### config.mk
export PLATFORM = sky130hd
export DESIGN_NAME = rx_nibble_mux
export DESIGN_NICKNAME = d
export VERILOG_FILES = /design/src/rtl/rxnm_pkg.sv /design/src/rtl/rxnm_mode_dec.sv /design/src/rtl/rxnm_pair_seq.sv /design/src/rtl/rxnm_format.sv /design/src/rtl/rx_nibble_mux.sv
export SDC_FILE = /design/constraint.sdc
export NUM_CORES = 1
export LEC_CHECK = 0
export BUFFER_PORTS_ARGS = -buffer_cell sky130_fd_sc_hd__buf_4
export CAP_MARGIN = 25
export CORE_UTILIZATION = 46
export CTS_BUF_LIST = sky130_fd_sc_hd__clkbuf_8 sky130_fd_sc_hd__clkbuf_16
export DETAILED_ROUTE_END_ITERATION = 10
export PLACE_DENSITY = 0.74
export RECOVER_POWER = 25
export SLEW_MARGIN = 10
export SYNTH_ARGS = -nofsm -noshare
export SYNTH_HDL_FRONTEND = slang
export SYNTH_SLANG_ARGS = --single-unit
### constraint.sdc
create_clock -name clk -period 2.3 [get_ports clk]
set_input_delay 0.46 -clock clk [delete_from_list [all_inputs] [get_ports clk]]
set_output_delay 0.46 -clock clk [all_outputs]
set_load 0.02 [all_outputs]
### src/rtl/rxnm_pkg.sv
package rxnm_pkg;
  typedef enum logic [1:0] {
    SPLIT_WIDE   = 2'd0,
    SPLIT_EVEN   = 2'd1,
    SPLIT_BYPASS = 2'd2
  } split_e;
endpackage

### src/rtl/rxnm_mode_dec.sv
module rxnm_mode_dec
  import rxnm_pkg::*;
(
  input  logic   bypass,
  input  logic   even,
  output split_e mode
);
  // Bypass takes priority over the split selection.
  always_comb begin
    if (bypass)    mode = SPLIT_BYPASS;
    else if (even) mode = SPLIT_EVEN;
    else           mode = SPLIT_WIDE;
  end
endmodule

### src/rtl/rxnm_pair_seq.sv
module rxnm_pair_seq
  import rxnm_pkg::*;
#(
  parameter int SAMPLE_W = 10
) (
  input  logic                clk,
  input  logic                rst_n,
  input  logic                in_valid,
  input  logic [SAMPLE_W-1:0] in_data,
  input  split_e              mode_in,
  output logic                in_ready,
  output logic                take,
  output logic                low_pend,
  output logic [SAMPLE_W-1:0] smp_q,
  output split_e              mode_q
);
  logic phase_q;

  assign in_ready = !phase_q;
  assign take     = in_valid && in_ready;
  assign low_pend = phase_q;

  always_ff @(posedge clk or negedge rst_n) begin
    if (!rst_n) begin
      phase_q <= 1'b0;
      smp_q   <= '0;
      mode_q  <= SPLIT_WIDE;
    end else if (take) begin
      smp_q   <= in_data;
      mode_q  <= mode_in;
      phase_q <= (mode_in != SPLIT_BYPASS);
    end else if (phase_q) begin
      phase_q <= 1'b0;
    end
  end
endmodule

### src/rtl/rxnm_format.sv
module rxnm_format
  import rxnm_pkg::*;
#(
  parameter int SAMPLE_W = 10,
  parameter int PORT_W   = 6
) (
  input  logic [SAMPLE_W-1:0] smp,
  input  split_e              mode,
  input  logic                low_half,
  output logic [PORT_W-1:0]   word
);
  localparam int WIDE_LO = SAMPLE_W - PORT_W;
  localparam int EVEN_HI = (SAMPLE_W + 1) / 2;
  localparam int EVEN_LO = SAMPLE_W - EVEN_HI;

  logic [PORT_W-1:0] wide_hi, wide_lo, even_hi, even_lo;

  // Every field is pushed against the top port bit; the vacated low bits are zero.
  assign wide_hi = smp[SAMPLE_W-1 -: PORT_W];
  assign wide_lo = PORT_W'(smp[WIDE_LO-1:0]) << (PORT_W - WIDE_LO);
  assign even_hi = PORT_W'(smp[SAMPLE_W-1 -: EVEN_HI]) << (PORT_W - EVEN_HI);
  assign even_lo = PORT_W'(smp[EVEN_LO-1:0]) << (PORT_W - EVEN_LO);

  always_comb begin
    unique case (mode)
      SPLIT_EVEN:   word = low_half ? even_lo : even_hi;
      SPLIT_BYPASS: word = wide_hi;
      default:      word = low_half ? wide_lo : wide_hi;
    endcase
  end
endmodule

### src/rtl/rx_nibble_mux.sv
module rx_nibble_mux
  import rxnm_pkg::*;
#(
  parameter int SAMPLE_W = 10,
  parameter int PORT_W   = 6
) (
  input  logic                clk,
  input  logic                rst_n,
  input  logic                smp_valid,
  output logic                smp_ready,
  input  logic [SAMPLE_W-1:0] smp_data,
  input  logic                cfg_bypass,
  input  logic                cfg_even_split,
  input  logic                cfg_hiz,
  output logic                port_valid,
  output logic [PORT_W-1:0]   port_data,
  output logic                port_sync,
  output logic                port_oe
);
  split_e              mode_now, mode_q, fmt_mode;
  logic                take, low_pend;
  logic [SAMPLE_W-1:0] smp_q, fmt_src;
  logic [PORT_W-1:0]   fmt_word;
  logic                emit;

  rxnm_mode_dec u_dec (
    .bypass (cfg_bypass),
    .even   (cfg_even_split),
    .mode   (mode_now)
  );

  rxnm_pair_seq #(.SAMPLE_W(SAMPLE_W)) u_seq (
    .clk      (clk),
    .rst_n    (rst_n),
    .in_valid (smp_valid),
    .in_data  (smp_data),
    .mode_in  (mode_now),
    .in_ready (smp_ready),
    .take     (take),
    .low_pend (low_pend),
    .smp_q    (smp_q),
    .mode_q   (mode_q)
  );

  // A fresh sample is formatted straight from the input; a pending low half from the held copy.
  assign fmt_src  = take ? smp_data : smp_q;
  assign fmt_mode = take ? mode_now : mode_q;
  assign emit     = take || low_pend;

  rxnm_format #(.SAMPLE_W(SAMPLE_W), .PORT_W(PORT_W)) u_fmt (
    .smp      (fmt_src),
    .mode     (fmt_mode),
    .low_half (low_pend),
    .word     (fmt_word)
  );

  always_ff @(posedge clk or negedge rst_n) begin
    if (!rst_n) begin
      port_valid <= 1'b0;
      port_data  <= '0;
      port_sync  <= 1'b0;
    end else begin
      port_valid <= emit;
      port_data  <= emit ? fmt_word : '0;
      port_sync  <= take && (mode_now != SPLIT_BYPASS);
    end
  end

  assign port_oe = !cfg_hiz;
endmodule

==> results of run 1 <==
## how the worst max path moves through the flow
stage                              startpoint                     end  slack (ps)  depth (start not counted)
after global placement              smp_valid  port_data[1]$_DFF_PN0_         150                          8
after floorplan           port_sync$_DFF_PN0_  port_data[1]$_DFF_PN0_          60                          9
after detailed placement            smp_valid  port_data[1]$_DFF_PN0_          80                          8
after global routing      port_sync$_DFF_PN0_  port_data[1]$_DFF_PN0_         120                          7
final                     port_sync$_DFF_PN0_  port_data[1]$_DFF_PN0_         230                          7
after CTS                 port_sync$_DFF_PN0_  port_data[1]$_DFF_PN0_         230                          7
## cell usage after synthesis (2+ instances only)
cell type	n
dfrtp_1	20
nand2_1	14
inv_1	6
a21o_1	4
a21oi_1	4
mux2_4	4
o21ai_1	4
or2b_1	4
a31oi_1	3
and2_1	3
nor2_1	3
o221a_1	3
buf_1	2
buf_6	2
clkbuf_1	2
ha_1	2
nand2b_1	2
nand3b_1	2
## logic make-up after synthesis
| group | after synthesis |
|---|---|
| AOI/OAI and AO/OA | 23 |
| adders and majority gates | 2 |
| buffers and inverters | 13 |
| DFF | 20 |
| muxes | 5 |
| and+or+nand+nor | 32 |
## worst max-delay path: cells and delay by family (launching register included)
family | cells | cell delay, ps
muxes | 1 | 210
and+or+nand+nor | 3 | 680
AOI/OAI and AO/OA | 1 | 260
buffers and inverters | 1 | 90
adders and majority gates | 1 | 290
DFF | 1 | 410
## stage by stage
stage,hold slack (ps),std cells,setup WS [ps],power (mW),utilization
CTS,67.8,151,234,0.900,0.634
finish,358,151,231,0.900,0.633
global placement,351,147,146,0.660,0.612
global route,378,151,116,0.941,0.633
detailed placement,351,147,81.7,0.668,0.612
floorplan,164,95,63.4,0.567,-
## layer usage
metal | GRT usage | vias to the layer above
met5 | 0 | -
met4 | 0.103 | 0
met3 | 0.0409 | 4
met2 | 0.347 | 22
met1 | 0.274 | 368
li1 | - | 379
## flip-flops by register name, summed over array words and instances (netlist names)
name          count
u_seq.smp_q      10
port_data         6
u_seq.mode_q      2
port_sync         1
port_valid        1
## cell usage in the layout (no fill, tap or decap), types with 4 or more instances in the layout
master / netlist / layout
dfrtp_1: 20 / 19
mux2_4: 4 / 4
nand2_1: 14 / 14
a21oi_1: 4 / 4
or2b_1: 4 / 4
a21o_1: 4 / 4
buf_4: 0 / 31
inv_1: 6 / 7
o21ai_1: 4 / 4
## power groups by stage
| stage | Combinational (mW) | Sequential, mW | Clock [mW] |
|---|---|---|---|
| 3_3_place_gp | 0.242 | 0.418 | 0 |
| 4_1_cts | 0.249 | 0.413 | 0.238 |
| 5_1_grt | 0.272 | 0.417 | 0.252 |
| 6_report | 0.247 | 0.413 | 0.240 |
| 2_1_floorplan | 0.128 | 0.439 | 0 |
| 3_5_place_dp | 0.248 | 0.420 | 0 |
## cell type report
type	count	area [um2]
Fill cell	176	736
Sequential cell	20	502
Multi-Input combinational cell	62	427
Timing Repair Buffer	32	236
Clock buffer	3	41.3
Tap cell	27	33.8
Inverter	6	22.5
Clock inverter	1	3.75
==> impl_metrics.yaml, run 1 <==
timing:
  timing.final.crit_period_ps: 2070
  setup-tns-final_ps: 0
  finalHoldViolCount: 0
  rsz0062_at_grt: "no"
  max_slew_margin: 0.299
  min_period_over_period: 0.900
  skew_ps: 7.97
  fmax_mhz: 483
  worst_pin_slew_ps: 1050
  setup_viol_count_final: 0
  drv_slew: 0
setup_path:
  cp-start-kind: "flop"
  max_stage_delay_ps: 410
  arrival_ps: 2210
  reg2reg_depth: 7
  rr_endpoint: "port_data[1]$_DFF_PN0_"
  crit_slowest_cell: "dfrtp_2"
  crit_fanout: 4
  regToRegSetupSlack_ps: 230
  regToRegStartpoint: "port_sync$_DFF_PN0_"
  path_class: "reg2reg"
  cp-end-kind: "flop"
  crit_required_ps: 2440
  cp_cell_sequence: "nand2b_1 > mux2i_1 > inv_1 > ha_1 > or2_2 > and3_1 > a221o_1"
hold_path:
  hp-class: "in2async"
clock_network:
  cts_buffer_depth: 2
  post_cts_buffers: 0
  cts_tree: "built"
  clkSinkCount: 20
  hold_buffers: 0
  root_buffer: "clkbuf_8"
  cts.clk_slew.worst_paths_ps: 80
  clock_latency_ps: 260
  ctsResizeCount: 0
  cts_buffers: 3
  htreeDepth: 1
run:
  cap_viol_max_count: 0
synthesis:
  synthSimpleGateAreaFrac: 0.166
  synth_top_area_frac: 0.504
  seq_area_frac_synth: 0.504
  yosysTopAreaCell: "dfrtp_1"
  synth.mux.area_fraction: 0.0706
  synth.net_count: 113
  synth_xor_area_frac: 0
  synth_top_family_by_area: "compound AO/OA/AOI/OAI gates"
  synth_cell_types: 29
  synth_warnings: 0
  ys_async_sr_fraction: 1.00
  synth-seq-cells: 20
  syn-instance-count: 95
  synth_compound_gate_area_share: 0.168
  syn_avg_cell_area_um2: 10.4
  synth_area_leaders: "dfrtp_1 50%, mux2_4 6.1%, nand2_1 5.3%, o221a_1 3.4%, a21o_1 3.0%"
  syn-cell-area_um2: 992
  synth_flop_cell: "dfrtp_1"
  synth_edf_count: 0
  synth_adder_area_share: 0.0252
finish:
  area_growth_pct: 27.6
  diodes: 0
  postLayoutCellArea_um2: 1270
  fin_nets: 143
  post_route_cells_drive_above_1_share: 0.323
route:
  drtPass1Iterations: 4
  ant_nets: 0
  drt-initial-drc-count: 22
  wl_met3_um: 89
  via_count: 773
  drt-met1-wl_um: 968
  drc: 0
  wl_per_cell_um: 14.1
  top_layer: "met4"
  vias_per_cell: 5.12
  wl_met2_um: 1030
  wirelength_um: 2120
grt:
  track_usage: 0.213
  antenna_found_initial: 0
  grt_pass1_wl_um: 3820
  grt_pass1_vias: 835
  grt-ovfl-total: 0
  grt_start_max_net_pins: 21
status:
  outcome: "finished, final reports clean"
placement:
  placed_cell_area_um2: 1220
  hpwl_um: 1530
  place_congestion: 0.798
  portBuffers: 25
power_and_ir_drop:
  ir_drop_uv: 439
  swShare: 0.293
  p_switching_mw: 0.264
  pwr_density_cell_nw_per_um2: 711
  power.share.sequential: 0.459
  pwr-share-clk: 0.266
  internal-power_mw: 0.636
  power_frac_comb: 0.275
  leakage_nw: 0.646
die:
  io_pins: 26
  die_area_um2: 2350
  core_area_um2: 2000
  die_height_um: 48.4
  die_w_um: 48.4
  fp-row-count: 16
  start_util: 0.496
Power figures use the tool's default switching activity.
==> run 2: changes to the inputs <==
Settings changed: ABC_AREA from default to 1, CORE_UTILIZATION 46 to 45, PLACE_DENSITY 0.74 to 0.73.
==> impl_metrics.yaml, run 2 <==
status:
  outcome: "finished, final reports clean"
synthesis:
  synth-seq-cells: 20
  syn-cell-area_um2: 942
  yosysTopAreaCell: "dfrtp_1"
  synth_common_cells: "29 x nand2_1, 20 x dfrtp_1, 14 x inv_1, 10 x nor2_1, 7 x a21oi_1"
  seq_area_frac_synth: 0.531
  synth_top_area_frac: 0.531
  synth_flop_cell: "dfrtp_1"
  synth.net_count: 126
  synth.most_common_cell: "nand2_1"
  synth_cell_types: 22
  synth_edf_count: 0
  ys_async_sr_fraction: 1.00
  synth_warnings: 0
  syn-instance-count: 108
  synth_area_leaders: "dfrtp_1 53%, nand2_1 12%, inv_1 5.6%, nor2_1 4.0%, a21oi_1 3.7%"
  syn_avg_cell_area_um2: 8.72
placement:
  portBuffers: 25
  hpwl_um: 1480
  place_congestion: 0.844
  placed_cell_area_um2: 1160
grt:
  grtUsageMet3: 0.0377
  grt-ovfl-total: 0
  met1_usage: 0.253
  grt_start_max_net_pins: 21
  grt_pass1_wl_um: 3240
  antenna_found_initial: 0
  globalRoute.busiestLayer: "met2"
  track_usage: 0.213
  met2_usage: 0.370
  grt_pass1_vias: 748
setup_path:
  arrival_ps: 2240
  regToRegSetupSlack_ps: 210
  path_delay_family: "simple AND/OR/NAND/NOR gates"
  crit_slowest_cell: "dfrtp_1"
  crit_buf_inv: 3
  cp_cell_sequence: "inv_4 > nand2_2 > nor2_2 > inv_1 > o21ai_1 > inv_1 > ha_1 > nor2_1 > o211ai_1 > o21ai_0 > nor2_1"
  cp-end-kind: "flop"
  max_stage_delay_ps: 410
  regToRegStartpoint: "port_sync$_DFF_PN0_"
  crit_path_end: "port_data[5]$_DFF_PN0_"
  reg2reg_depth: 11
  path_class: "reg2reg"
  crit_start: "port_sync$_DFF_PN0_"
  crit_fanout: 9
  cp-start-kind: "flop"
  rr_endpoint: "port_data[5]$_DFF_PN0_"
  critical_path_depth: 11
  crit_required_ps: 2440
power_and_ir_drop:
  leakage_nw: 0.641
  pwr_density_cell_nw_per_um2: 712
  finalPower_mw: 0.850
  ir_drop_uv: 406
timing:
  timing.final.crit_period_ps: 2090
  finalHoldViolCount: 0
  setup_viol_count_final: 0
  max_slew_margin: 0.323
  setup-tns-final_ps: 0
  worst_pin_slew_ps: 1020
  fin_hold_ws_ps: 355
  min_period_over_period: 0.910
  skew_ps: 1.88
  fmax_mhz: 478
  drv_slew: 0
  rsz0062_at_grt: "no"
finish:
  diodes: 0
  fin_nets: 156
  final_cell_mix: "29 x nand2_1, 26 x buf_4, 20 x dfrtp_1"
  largest_register_ff_count: 10
  post-route-util: 0.608
  layout_commonest_cell: "nand2_1"
  regMostFlops: "u_seq.smp_q"
  area_growth_pct: 26.7
  reg.largest.list: "u_seq.smp_q x10, port_data x6, u_seq.mode_q x2"
  postLayoutCellArea_um2: 1190
  fillerInstances: 176
  post_route_cells_drive_above_1_share: 0.279
route:
  drc: 0
  drt-initial-drc-count: 47
  drtPass1Iterations: 7
  wirelength_um: 2040
  via_count: 826
  wl_per_cell_um: 12.5
  vias_per_cell: 5.07
  ant_nets: 0
die:
  io_pins: 26
  die_w_um: 47.8
  die_height_um: 47.8
  fp-row-count: 16
  die_area_um2: 2280
  core_area_um2: 1960
  start_util: 0.480
clock_network:
  post_cts_buffers: 0
  root_buffer: "clkbuf_8"
  cts.clk_slew.worst_paths_ps: 70
  cts_buffer_depth: 2
  hold_buffers: 0
  clock_latency_ps: 250
  htreeDepth: 1
  cts_tree: "built"
  ctsResizeCount: 0
  clkSinkCount: 20
  cts_buffers: 3
run:
  cap_viol_max_count: 0
hold_path:
  hp-class: "in2async"
==> run 2: changes by cell type after synthesis, sizes merged, moves of 3 or more <==
cell   delta
nand2    +18
a21oi     +3
nand3     +3
o221a     -3
a21o      -4
or2b      -4
inv      +10
nor2      +9
a31oi     -3
mux2      -4
buf       -3
==> run 2: area by class of cell <==
type / instances / area [um2] / share of cell area
Timing Repair Buffer: 27 / 199 / 0.167
Sequential cell: 20 / 500 / 0.419
Clock buffer: 3 / 41.3 / 0.0346
Inverter: 16 / 62.6 / 0.0524
Multi-Input combinational cell: 70 / 357 / 0.299
Tap cell: 27 / 33.8 / 0.0283
==> run 2: through the flow <==
| stage | std cells | worst slack, ps |
|---|---|---|
| 2_1_floorplan | 108 | 268 |
| 3_3_place_gp | 160 | 321 |
| 3_5_place_dp | 160 | 198 |
| 4_1_cts | 163 | 260 |
| 5_1_grt | 163 | 92.4 |
| 6_report | 163 | 206 |
==> run 2: worst min path at each step <==
stage | endpoint | startpoint | depth (start not counted)
finish | u_seq.smp_q[9]$_DFF_PN0_ | rst_n | 1
global route | port_sync$_DFF_PN0_ | cfg_bypass | 2
CTS | port_data[3]$_DFF_PN0_ | rst_n | 1
detailed placement | port_data[3]$_DFF_PN0_ | rst_n | 1
global placement | u_seq.smp_q[8]$_DFF_PN0_ | rst_n | 1
floorplan | port_data[0]$_DFF_PN0_ | rst_n | 0
==> run 2: where the power goes <==
part / internal (mW) / total [mW] / switching, mW
Sequential: 0.393 / 0.408 / 0.0152
Combinational: 0.0881 / 0.218 / 0.129
Clock: 0.116 / 0.224 / 0.108
==> run 2: logic make-up after synthesis <==
logic type	synth area share
AOI/OAI and AO/OA	0.106
and+or+nand+nor	0.246
DFF	0.531
buffers and inverters	0.0903
adders and majority gates	0.0266
==> run 2: routing by layer <==
metal  vias to the layer above  wire [um]
met5                         -          0
met3                         8        119
met4                         0         57
li1                        394          -
met2                        40       1050
met1                       384        814
